<file path="src/rtl/est_switch_pkg.sv">
package est_switch_pkg;
  typedef enum logic [1:0] {
    MODE_BUCK  = 2'd0,
    MODE_BB    = 2'd1,
    MODE_BOOST = 2'd2
  } opMode_t;

  // Strobes from control to datapath
  typedef struct packed {
    logic routeHs;
    logic routeLs;
    logic slewing;
    logic gateOpen;
  } swStrobe_t;
endpackage

</file>
<file path="src/rtl/est_switch_ctrl_fsm.sv">
module est_switch_ctrl_fsm import est_switch_pkg::*; #(
  parameter int CNT_W    = 4,
  parameter int DEF_SLEW = 4
) (
  input  logic             clk,
  input  logic             rstN,
  input  logic [1:0]       opMode,
  input  logic             buckDrv,
  input  logic             boostDrv,
  input  logic             hsSense,
  input  logic             hsSettled,
  input  logic             slewLoad,
  input  logic [CNT_W-1:0] slewLenIn,
  output swStrobe_t        strobe
);
  localparam logic [CNT_W-1:0] DEF_LEN = CNT_W'(DEF_SLEW);
  localparam logic [CNT_W-1:0] ONE     = CNT_W'(1);

  logic             buckPrev;
  logic             slewReg;
  logic [CNT_W-1:0] slewCnt;
  logic [CNT_W-1:0] slewLenReg;
  logic             riseNow;
  logic             slewActive;

  assign riseNow    = buckDrv & ~buckPrev;
  assign slewActive = (riseNow | slewReg) & ~hsSettled;

  always_ff @(posedge clk) begin
    if (!rstN) begin
      slewLenReg <= DEF_LEN;
    end else if (slewLoad) begin
      slewLenReg <= slewLenIn;
    end
  end

  always_ff @(posedge clk) begin
    if (!rstN) begin
      buckPrev <= 1'b0;
      slewReg  <= 1'b0;
      slewCnt  <= '0;
    end else begin
      buckPrev <= buckDrv;
      if (riseNow) begin
        slewCnt <= ONE;
        slewReg <= (slewLenReg > ONE) && !hsSettled;
      end else if (slewReg) begin
        if (hsSettled || slewCnt >= slewLenReg - ONE) begin
          slewReg <= 1'b0;
        end else begin
          slewCnt <= slewCnt + ONE;
        end
      end
    end
  end

  always_comb begin
    strobe.slewing  = slewActive;
    strobe.routeHs  = buckDrv & hsSense & ~slewActive;
    strobe.routeLs  = ~buckDrv | slewActive;
    strobe.gateOpen = (opMode == MODE_BUCK) | ~boostDrv;
  end


  slew_count_chk: assert property (@(posedge clk) disable iff (!rstN)
    slewReg |-> (slewCnt != '0));


  settle_end_chk: assert property (@(posedge clk) disable iff (!rstN)
    (slewReg && hsSettled) |=> !slewReg || riseNow);
endmodule

</file>
<file path="src/rtl/est_switch_datapath.sv">
module est_switch_datapath import est_switch_pkg::*; #(
  parameter int N_SW = 8
) (
  input  logic            clk,
  input  logic            rstN,
  input  swStrobe_t       strobe,
  output logic [N_SW-1:0] swEn
);
  logic [N_SW-1:0] swNext;
  logic            anyRoute;

  assign anyRoute = strobe.routeHs | strobe.routeLs;

  always_comb begin
    swNext    = '0;
    swNext[0] = ~strobe.routeLs;              // S1 low-side aux
    swNext[1] = strobe.routeLs;               // S2 low-side route
    swNext[2] = strobe.routeHs;               // S3 high-side route
    swNext[3] = strobe.slewing;               // S4 high-side dummy
    swNext[4] = ~strobe.routeLs;              // S5 low-side aux
    swNext[5] = anyRoute & ~strobe.gateOpen;  // S6 shunt
    swNext[6] = anyRoute & strobe.gateOpen;   // S7 resistor gate
    swNext[7] = strobe.slewing;               // S8 high-side dummy
  end

  always_ff @(posedge clk) begin
    if (!rstN) swEn <= '0;
    else       swEn <= swNext;
  end


  hs_excl_chk: assert property (@(posedge clk) disable iff (!rstN)
    !(swEn[2] && swEn[3]));


  ls_excl_chk: assert property (@(posedge clk) disable iff (!rstN)
    !(swEn[1] && swEn[0]));


  gate_shut_chk: assert property (@(posedge clk) disable iff (!rstN)
    !strobe.gateOpen |=> !swEn[6]);


  dummy_pair_chk: assert property (@(posedge clk) disable iff (!rstN)
    swEn[3] == swEn[7]);


  aux_pair_chk: assert property (@(posedge clk) disable iff (!rstN)
    swEn[0] == swEn[4]);
endmodule

</file>
<file path="src/rtl/est_switch_ctrl.sv">
module est_switch_ctrl import est_switch_pkg::*; #(
  parameter int CNT_W    = 4,
  parameter int DEF_SLEW = 4,
  parameter int N_SW     = 8
) (
  input  logic             clk,
  input  logic             rstN,
  input  logic [1:0]       opMode,
  input  logic             buckDrv,
  input  logic             boostDrv,
  input  logic             hsSense,
  input  logic             hsSettled,
  input  logic             slewLoad,
  input  logic [CNT_W-1:0] slewLenIn,
  output logic [N_SW-1:0]  swEn
);
  swStrobe_t strobe;

  est_switch_ctrl_fsm #(.CNT_W(CNT_W), .DEF_SLEW(DEF_SLEW)) u_fsm (
    .clk(clk), .rstN(rstN), .opMode(opMode), .buckDrv(buckDrv),
    .boostDrv(boostDrv), .hsSense(hsSense), .hsSettled(hsSettled),
    .slewLoad(slewLoad), .slewLenIn(slewLenIn), .strobe(strobe)
  );

  est_switch_datapath #(.N_SW(N_SW)) u_dp (
    .clk(clk), .rstN(rstN), .strobe(strobe), .swEn(swEn)
  );


  reset_open_chk: assert property (@(posedge clk)
    !rstN |=> (swEn == '0) || rstN);
endmodule

</file>
<file path="config.mk">
export PLATFORM = sky130hd
export DESIGN_NAME = est_switch_ctrl
export DESIGN_NICKNAME = d
export VERILOG_FILES = /design/src/rtl/est_switch_pkg.sv /design/src/rtl/est_switch_ctrl_fsm.sv /design/src/rtl/est_switch_datapath.sv /design/src/rtl/est_switch_ctrl.sv
export SDC_FILE = /design/constraint.sdc
export NUM_CORES = 1
export LEC_CHECK = 0
export ABC_AREA = 1
export BUFFER_PORTS_ARGS = -buffer_cell sky130_fd_sc_hd__buf_4
export CAP_MARGIN = 20
export CELL_PAD_IN_SITES_DETAIL_PLACEMENT = 0
export CELL_PAD_IN_SITES_GLOBAL_PLACEMENT = 1
export CORE_MARGIN = 2
export CORE_UTILIZATION = 38
export CTS_CLUSTER_SIZE = 30
export DETAILED_ROUTE_END_ITERATION = 8
export GPL_TIMING_DRIVEN = 1
export PLACE_DENSITY_LB_ADDON = 0.1
export SYNTH_ARGS = -nofsm -noshare
export SYNTH_HDL_FRONTEND = slang
export SYNTH_SLANG_ARGS = --single-unit
export TNS_END_PERCENT = 1
</file>
<file path="constraint.sdc">
create_clock -name clk -period 3.1 [get_ports clk]
set_clock_uncertainty 0.05 [all_clocks]
set_input_delay 0.31 -clock clk [delete_from_list [all_inputs] [get_ports clk]]
set_output_delay 0.31 -clock clk [all_outputs]
set_load 0.005 [all_outputs]
</file>
==> flow_summary.ini, run 1 <==
[setup_path]
worstPathMaxFanout = 4
crit_type = reg -> reg
cp_num_buf_inv = 2
worstPathCellList = inv_1 -> ha_1 -> xnor2_1 -> ha_1 -> nand2_1 -> inv_1 -> nand2_1 -> nand4_1 -> nor2_1 -> nand2_1 -> a21oi_1
cpPeakStageDelay_ns = 0.36
crit_family = simple AND/OR/NAND/NOR gates
cpMostUsedCell = nand2_1
cp-end-kind = flop
startpoint_type = flop
r2r_start = u_fsm.slewLenReg[0]
crit_required_ns = 3.26
arrival_ns = 2.11
worst_path_max_delay_cell = dfxtp_1
crit_start = u_fsm.slewLenReg[0]

[drt]
wire_per_inst_um = 9.39
viasPerCell = 4.46
drt_iter0_markers = 6
dr.pass1.iters = 4
vias = 660
postRouteAntennaNets = 0
routed_wirelength_mm = 1.39
post-route-drc-count = 0

[final_layout]
antenna_cells = 0
layout-drive-gt1-share_pct = 21.5
area_growth_syn_to_layout_pct = 23.7
multi_input_area_um2 = 382
fill_cells = 222
instances_no_fill = 148
fin_nets = 142
seq_area_um2 = 320

[pwr]
power_density_nw_per_um2 = 436
switching_share_pct = 24.6
p_comb_share_pct = 17.1
power_mw = 0.430
seq_power_share_pct = 51.7
ir_worst_vdd_mv = 0.239
p_leak_nw = 0.495
p_sw_mw = 0.106
clock_power_share_pct = 31.1
p_int_mw = 0.325

[logic_synthesis]
syn-num-nets = 121
synth_area_um2 = 797
synthCells = 101
synth_warnings = 0
syn_area_per_cell_um2 = 7.89
yosysUniqueCellTypes = 21
seq_area_frac_synth_pct = 40.2
ys_ff_latch = 16

[placed_design]
place_ws_ns = 1.18
placedCellCount = 144
port-buffer-count = 20
hpwlAfterDp_mm = 1.16
gp_congestion = 0.732

[timing]
fmax_mhz = 514
final-max-slew-violation-count = 0
min_period_over_period_pct = 62.8
report.final.setup_viol = 0
finalWorstSetupSlack_ns = 1.15
tightest_slew_ns = 0.236
finalHoldViolations = 0
setup_tns_ns = 0
slew_headroom_pct = 84.1
period_minus_slack_ns = 1.95
rsz0062_at_grt = false

[floorplan]
die_y_um = 49.8
initial_core_util_pct = 40.6
die_area_um2 = 2480
io_pins = 21
core_area_um2 = 1960
num_rows = 16
die_x_um = 49.8

[clock_network]
ctsHoldBuffers = 0
cts_buffers = 3
clockRootBuffer = clkbuf_4
cts_tree = yes
post_cts_buffers = 0
ctsHtreeMaxLevel = 1
clock-sinks = 16
cts_resized = 0
clk_latency_ns = 0.28
clk_path_buf_depth = 2
clk_pin_slew_worst_paths_ns = 0.09

[global_routing]
grt_max_degree = 10
antenna_found_initial = 0
grt_pass1_wl_mm = 2.50
track_usage_pct = 13.1
first_global_vias = 604
grt-ovfl-total = 0

[run_status]
outcome = completed

[hold_path]
hold_path.class = in -> reg
worstHoldStart = slewLenIn[2]

[flow_run]
cap_viol_max_count = 0
area by class of cell:
type / count / area share, %
tap: 27 / 3.43
sequential: 16 / 32.5
inverter: 17 / 6.47
clock buffer: 4 / 3.68
timing repair buffer: 20 / 15.2
multi-input combinational: 64 / 38.7
metal layers:
metal	track usage (%)	vias up	share of wire, %
met5	0	-	0
met4	1.39	0	0
met3	5.76	0	5.9
met2	22.7	16	49
met1	15.5	286	45
li1	-	358	-
worst paths after layout:
| check | end | slack [ns] | cells past startpoint |
|---|---|---|---|
| worst max register to register | u_fsm.slewCnt[3] | 1.15 | 11 |
| worst min-delay path | u_fsm.slewLenReg[2] | 0.19 | 3 |
| worst max-delay path | u_fsm.slewCnt[3] | 1.15 | 11 |
| worst min register to register | u_fsm.slewLenReg[1] | 0.47 | 2 |
flip-flops by register name, summed over array words and instances (netlist names):
register / flops
u_fsm.slewReg: 1
u_dp.swEn: 6
u_fsm.slewCnt: 4
u_fsm.slewLenReg: 4
u_fsm.buckPrev: 1
cell families after synthesis:
| group | count (synthesis) | synth area share, % |
|---|---|---|
| adders and majority gates | 7 | 11.0 |
| DFF | 16 | 40.2 |
| buffers and inverters | 21 | 11.9 |
| xor gates and xnor gates | 4 | 4.40 |
| AOI/OAI and AO/OA | 17 | 13.7 |
| and+or+nand+nor | 36 | 18.8 |
layout by cell type (no fill, tap or decap):
master	netlist	routed
dfxtp_1	16	16
clkbuf_4	0	3
or2_1	1	1
o21bai_1	1	1
a21oi_1	7	7
nor3b_1	1	1
o31ai_2	1	1
xor2_1	1	1
inv_1	17	17
nand2_1	20	20
buf_4	2	20
ha_1	7	7
xnor2_1	3	3
nor2_1	8	8
nand4_1	1	1
o31ai_1	1	1
nand3_1	3	3
a21oi_4	1	1
nor3_1	2	2
o21ai_0	6	6
clkbuf_8	0	1
synthesized netlist by cell type, drive strengths merged:
library cell	n	share of area (%)
a21oi	8	6.4
buf	3	3.3
clkbuf	1	0.63
dfxtp	16	40
ha	7	11
inv	17	8.0
nand2	20	9.4
nand3	3	1.9
nand4	1	0.79
nor2	8	3.8
nor3	2	1.3
nor3b	1	0.94
o21ai	6	3.8
o21bai	1	0.94
o31ai	2	2.5
or2	1	0.79
xnor2	3	3.3
xor2	1	1.1
per-stage QoR:
stage / utilization, % / area (um2) / hold WS, ns
finish: 50.3 / 986 / 0.190
global route: 50.3 / 986 / 0.188
global placement: 48.4 / 950 / 0.451
floorplan: - / 797 / 0.381
detailed placement: 48.4 / 950 / 0.459
CTS: 50.3 / 986 / 0.181
power groups by stage:
stage                     Combinational, mW  Sequential (mW)  Clock (mW)
after global routing                 0.0862            0.224       0.152
after CTS                            0.0752            0.223       0.140
after detailed placement             0.0750            0.228           0
after floorplan                      0.0482            0.227           0
after global placement               0.0741            0.228           0
final                                0.0738            0.223       0.134
worst reg2reg max path, stage by stage, from the launching register on:
cell,delay (ns)
dfxtp_1,0.36
inv_1,0.08
ha_1,0.22
xnor2_1,0.13
ha_1,0.27
nand2_1,0.07
inv_1,0.05
nand2_1,0.05
nand4_1,0.18
nor2_1,0.21
nand2_1,0.08
a21oi_1,0.14
Note: power is estimated with default switching activity, not from simulation.
==> inputs of run 2 (changes only) <==
--- a/config.mk
+++ b/config.mk
@@ -5,13 +5,13 @@
 export SDC_FILE = /design/constraint.sdc
 export NUM_CORES = 1
 export LEC_CHECK = 0
-export ABC_AREA = 1
+export ABC_AREA = 0
 export BUFFER_PORTS_ARGS = -buffer_cell sky130_fd_sc_hd__buf_4
 export CAP_MARGIN = 20
 export CELL_PAD_IN_SITES_DETAIL_PLACEMENT = 0
 export CELL_PAD_IN_SITES_GLOBAL_PLACEMENT = 1
 export CORE_MARGIN = 2
-export CORE_UTILIZATION = 38
+export CORE_UTILIZATION = 33
 export CTS_CLUSTER_SIZE = 30
 export DETAILED_ROUTE_END_ITERATION = 8
 export GPL_TIMING_DRIVEN = 1
==> constraint.sdc (replaced) <==
create_clock -name clk -period 1.73 [get_ports clk]
set_clock_uncertainty 0.05 [all_clocks]
set_input_delay 0.173 -clock clk [delete_from_list [all_inputs] [get_ports clk]]
set_output_delay 0.173 -clock clk [all_outputs]
set_load 0.005 [all_outputs]
==> flow_summary.ini, run 2 <==
[run_status]
outcome = completed

[timing]
finalHoldViolations = 0
min_period_over_period_pct = 98.0
report.final.setup_viol = 0
setup_tns_ns = 0
rsz0062_at_grt = true
slew_headroom_pct = 78.2
finalWorstSetupSlack_ns = 0.0340
final-max-slew-violation-count = 0
period_minus_slack_ns = 1.70
tightest_slew_ns = 0.323
fmax_mhz = 590

[setup_path]
cp-end-kind = flop
startpoint_type = flop
r2r_start = u_fsm.slewLenReg[1]
regToRegSetupSlack_ns = 0.03
reg2reg_depth = 7
crit_start = u_fsm.slewLenReg[1]
arrival_ns = 1.86
r2r_end = u_fsm.slewCnt[3]
crit_type = reg -> reg
worstPathMaxFanout = 5
crit_required_ns = 1.89

[floorplan]
num_rows = 17
core_area_um2 = 2230
die_x_um = 52.8
die_y_um = 52.8
io_pins = 21
initial_core_util_pct = 35.2
die_area_um2 = 2790

[logic_synthesis]
synth_commonest_cells = dfxtp_1 (16), ha_1 (7), mux2i_1 (7), nand2_1 (7), nor2_1 (6)
synthSimpleGateAreaFrac_pct = 22.3
synth.largest_area_cell = dfxtp_1
synth_top_area_share_pct = 40.7
synth_most_common_cell = dfxtp_1
synth_area_leaders = dfxtp_1 (41%), ha_1 (11%), mux2i_1 (8.9%)
ys_ff_latch = 16
synth_top_family_by_area = simple AND/OR/NAND/NOR gates
synth_area_um2 = 787
yosysUniqueCellTypes = 24
synthCells = 85
synth_fa_ha_area_share_pct = 11.1
syn_area_per_cell_um2 = 9.26
syn-num-nets = 105
postSynth.asyncResetShare_pct = 0
synth_compound_area_share_pct = 9.54
synth_warnings = 0
synth_top_flop_cell = dfxtp_1
synth_edf_count = 0
seq_area_frac_synth_pct = 40.7
synthMuxAreaShare_pct = 8.90
synthXorXnorAreaFrac_pct = 2.23

[global_routing]
grt_max_degree = 10
antenna_found_initial = 0
grt-ovfl-total = 0
first_global_vias = 574
track_usage_pct = 12.8
grt_pass1_wl_mm = 2.50

[final_layout]
layout-drive-gt1-share_pct = 45.0
fin_nets = 132
final_common_cell = buf_4
reg_top3 = u_dp.swEn (6), u_fsm.slewCnt (4), u_fsm.slewLenReg (4)
fill_cells = 219
regMostFlops = u_dp.swEn
antenna_cells = 0
layout_common_cells = buf_4 (26), dfxtp_1 (12), nand2_1 (7), mux2i_1 (7), nor2_1 (6)
area_growth_syn_to_layout_pct = 45.8
final_util_pct = 51.4
largest_reg_flops = 6

[clock_network]
cts_tree = yes
clock-sinks = 16
ctsHtreeMaxLevel = 1
clk_path_buf_depth = 2
ctsHoldBuffers = 0
clk_pin_slew_worst_paths_ns = 0.09
clk_latency_ns = 0.28
cts_buffers = 3
clockRootBuffer = clkbuf_4

[pwr]
seq_power_share_pct = 47.5
ir_worst_vdd_mv = 0.426
p_sw_mw = 0.215
clock_power_share_pct = 29.6
p_leak_nw = 0.506
power_density_nw_per_um2 = 730
p_int_mw = 0.622
switching_share_pct = 25.7
p_comb_share_pct = 22.9

[drt]
routed_wirelength_mm = 1.67
drt_iter0_markers = 2
postRouteAntennaNets = 0
post-route-drc-count = 0
wire_per_inst_um = 12.0
vias = 645
viasPerCell = 4.64
dr.pass1.iters = 3

[hold_path]
worstHoldStart = rstN
hold_path.class = in -> reg
whs_path_depth = 2
whs_endpoint = u_fsm.slewLenReg[2]

[placed_design]
place_ws_ns = -0.107
port-buffer-count = 20
hpwlAfterDp_mm = 1.20
gp_congestion = 0.752

[flow_run]
cap_viol_max_count = 0
==> run 2: kinds of logic (layout without fill, tap and decap cells) <==
family / count (synthesis) / after routing
muxes: 7 / 7
xor gates and xnor gates: 2 / 2
AOI/OAI and AO/OA: 12 / 12
and+or+nand+nor: 32 / 32
buffers and inverters: 9 / 35
adders and majority gates: 7 / 7
DFF: 16 / 16
==> run 2: critical path, cell delays in order, from the launching register on <==
cell and delay [ns]:
dfxtp_2 0.36, inv_2 0.06, ha_4 0.17, xnor2_4 0.13
ha_4 0.17, a211o_4 0.34, a21oi_2 0.15, mux2i_1 0.18
==> run 2: worst max-delay path by stage <==
stage / endpoint / slack [ns] / depth (start not counted)
after floorplan: u_fsm.slewCnt[2] / 0.02 / 6
after global placement: u_fsm.slewCnt[2] / -0.07 / 6
after detailed placement: u_fsm.slewCnt[3] / -0.11 / 6
after CTS: u_fsm.slewCnt[3] / 0.003 / 7
after global routing: u_fsm.slewCnt[3] / -0.08 / 7
final: u_fsm.slewCnt[3] / 0.03 / 7
==> run 2: power by group through the flow <==
stage | Combinational (mW) | Clock [mW] | Sequential [mW]
3_5_place_dp | 0.137 | 0 | 0.405
3_3_place_gp | 0.136 | 0 | 0.404
2_1_floorplan | 0.0776 | 0 | 0.405
4_1_cts | 0.152 | 0.256 | 0.397
5_1_grt | 0.214 | 0.269 | 0.400
6_report | 0.192 | 0.248 | 0.398
==> run 2: layout make-up <==
class	count	area (um2)	share of cell area, %
multi-input cells	60	534	46.6
inverters	5	18.8	1.64
well taps	28	35.0	3.05
repair buffers	26	195	17.0
clock buffers	4	36.3	3.16
flip-flops and latches	16	328	28.6
==> run 2: layer usage <==
metal	track usage (%)	part of all wire (%)
met5	0	0
met4	8.97	1.6
met3	2.86	5.2
met2	18.3	48
met1	16.8	45
==> run 2: metrics by stage <==
step	cell area (um2)	power (mW)	hold WS, ns	std cells
2_1_floorplan	787	0.483	0.185	85
3_3_place_gp	972	0.540	0.338	132
3_5_place_dp	972	0.542	0.341	132
4_1_cts	1060	0.805	0.0440	138
5_1_grt	1150	0.883	0.0601	139
6_report	1150	0.837	0.0447	139
==> run 2: timing repair <==
item / in CTS / in global routing
resized for setup: 8 / 15
buffers inserted: 2 / 1
endpoints found under the setup margin: 5 / 5
pin swaps: 5 / 6
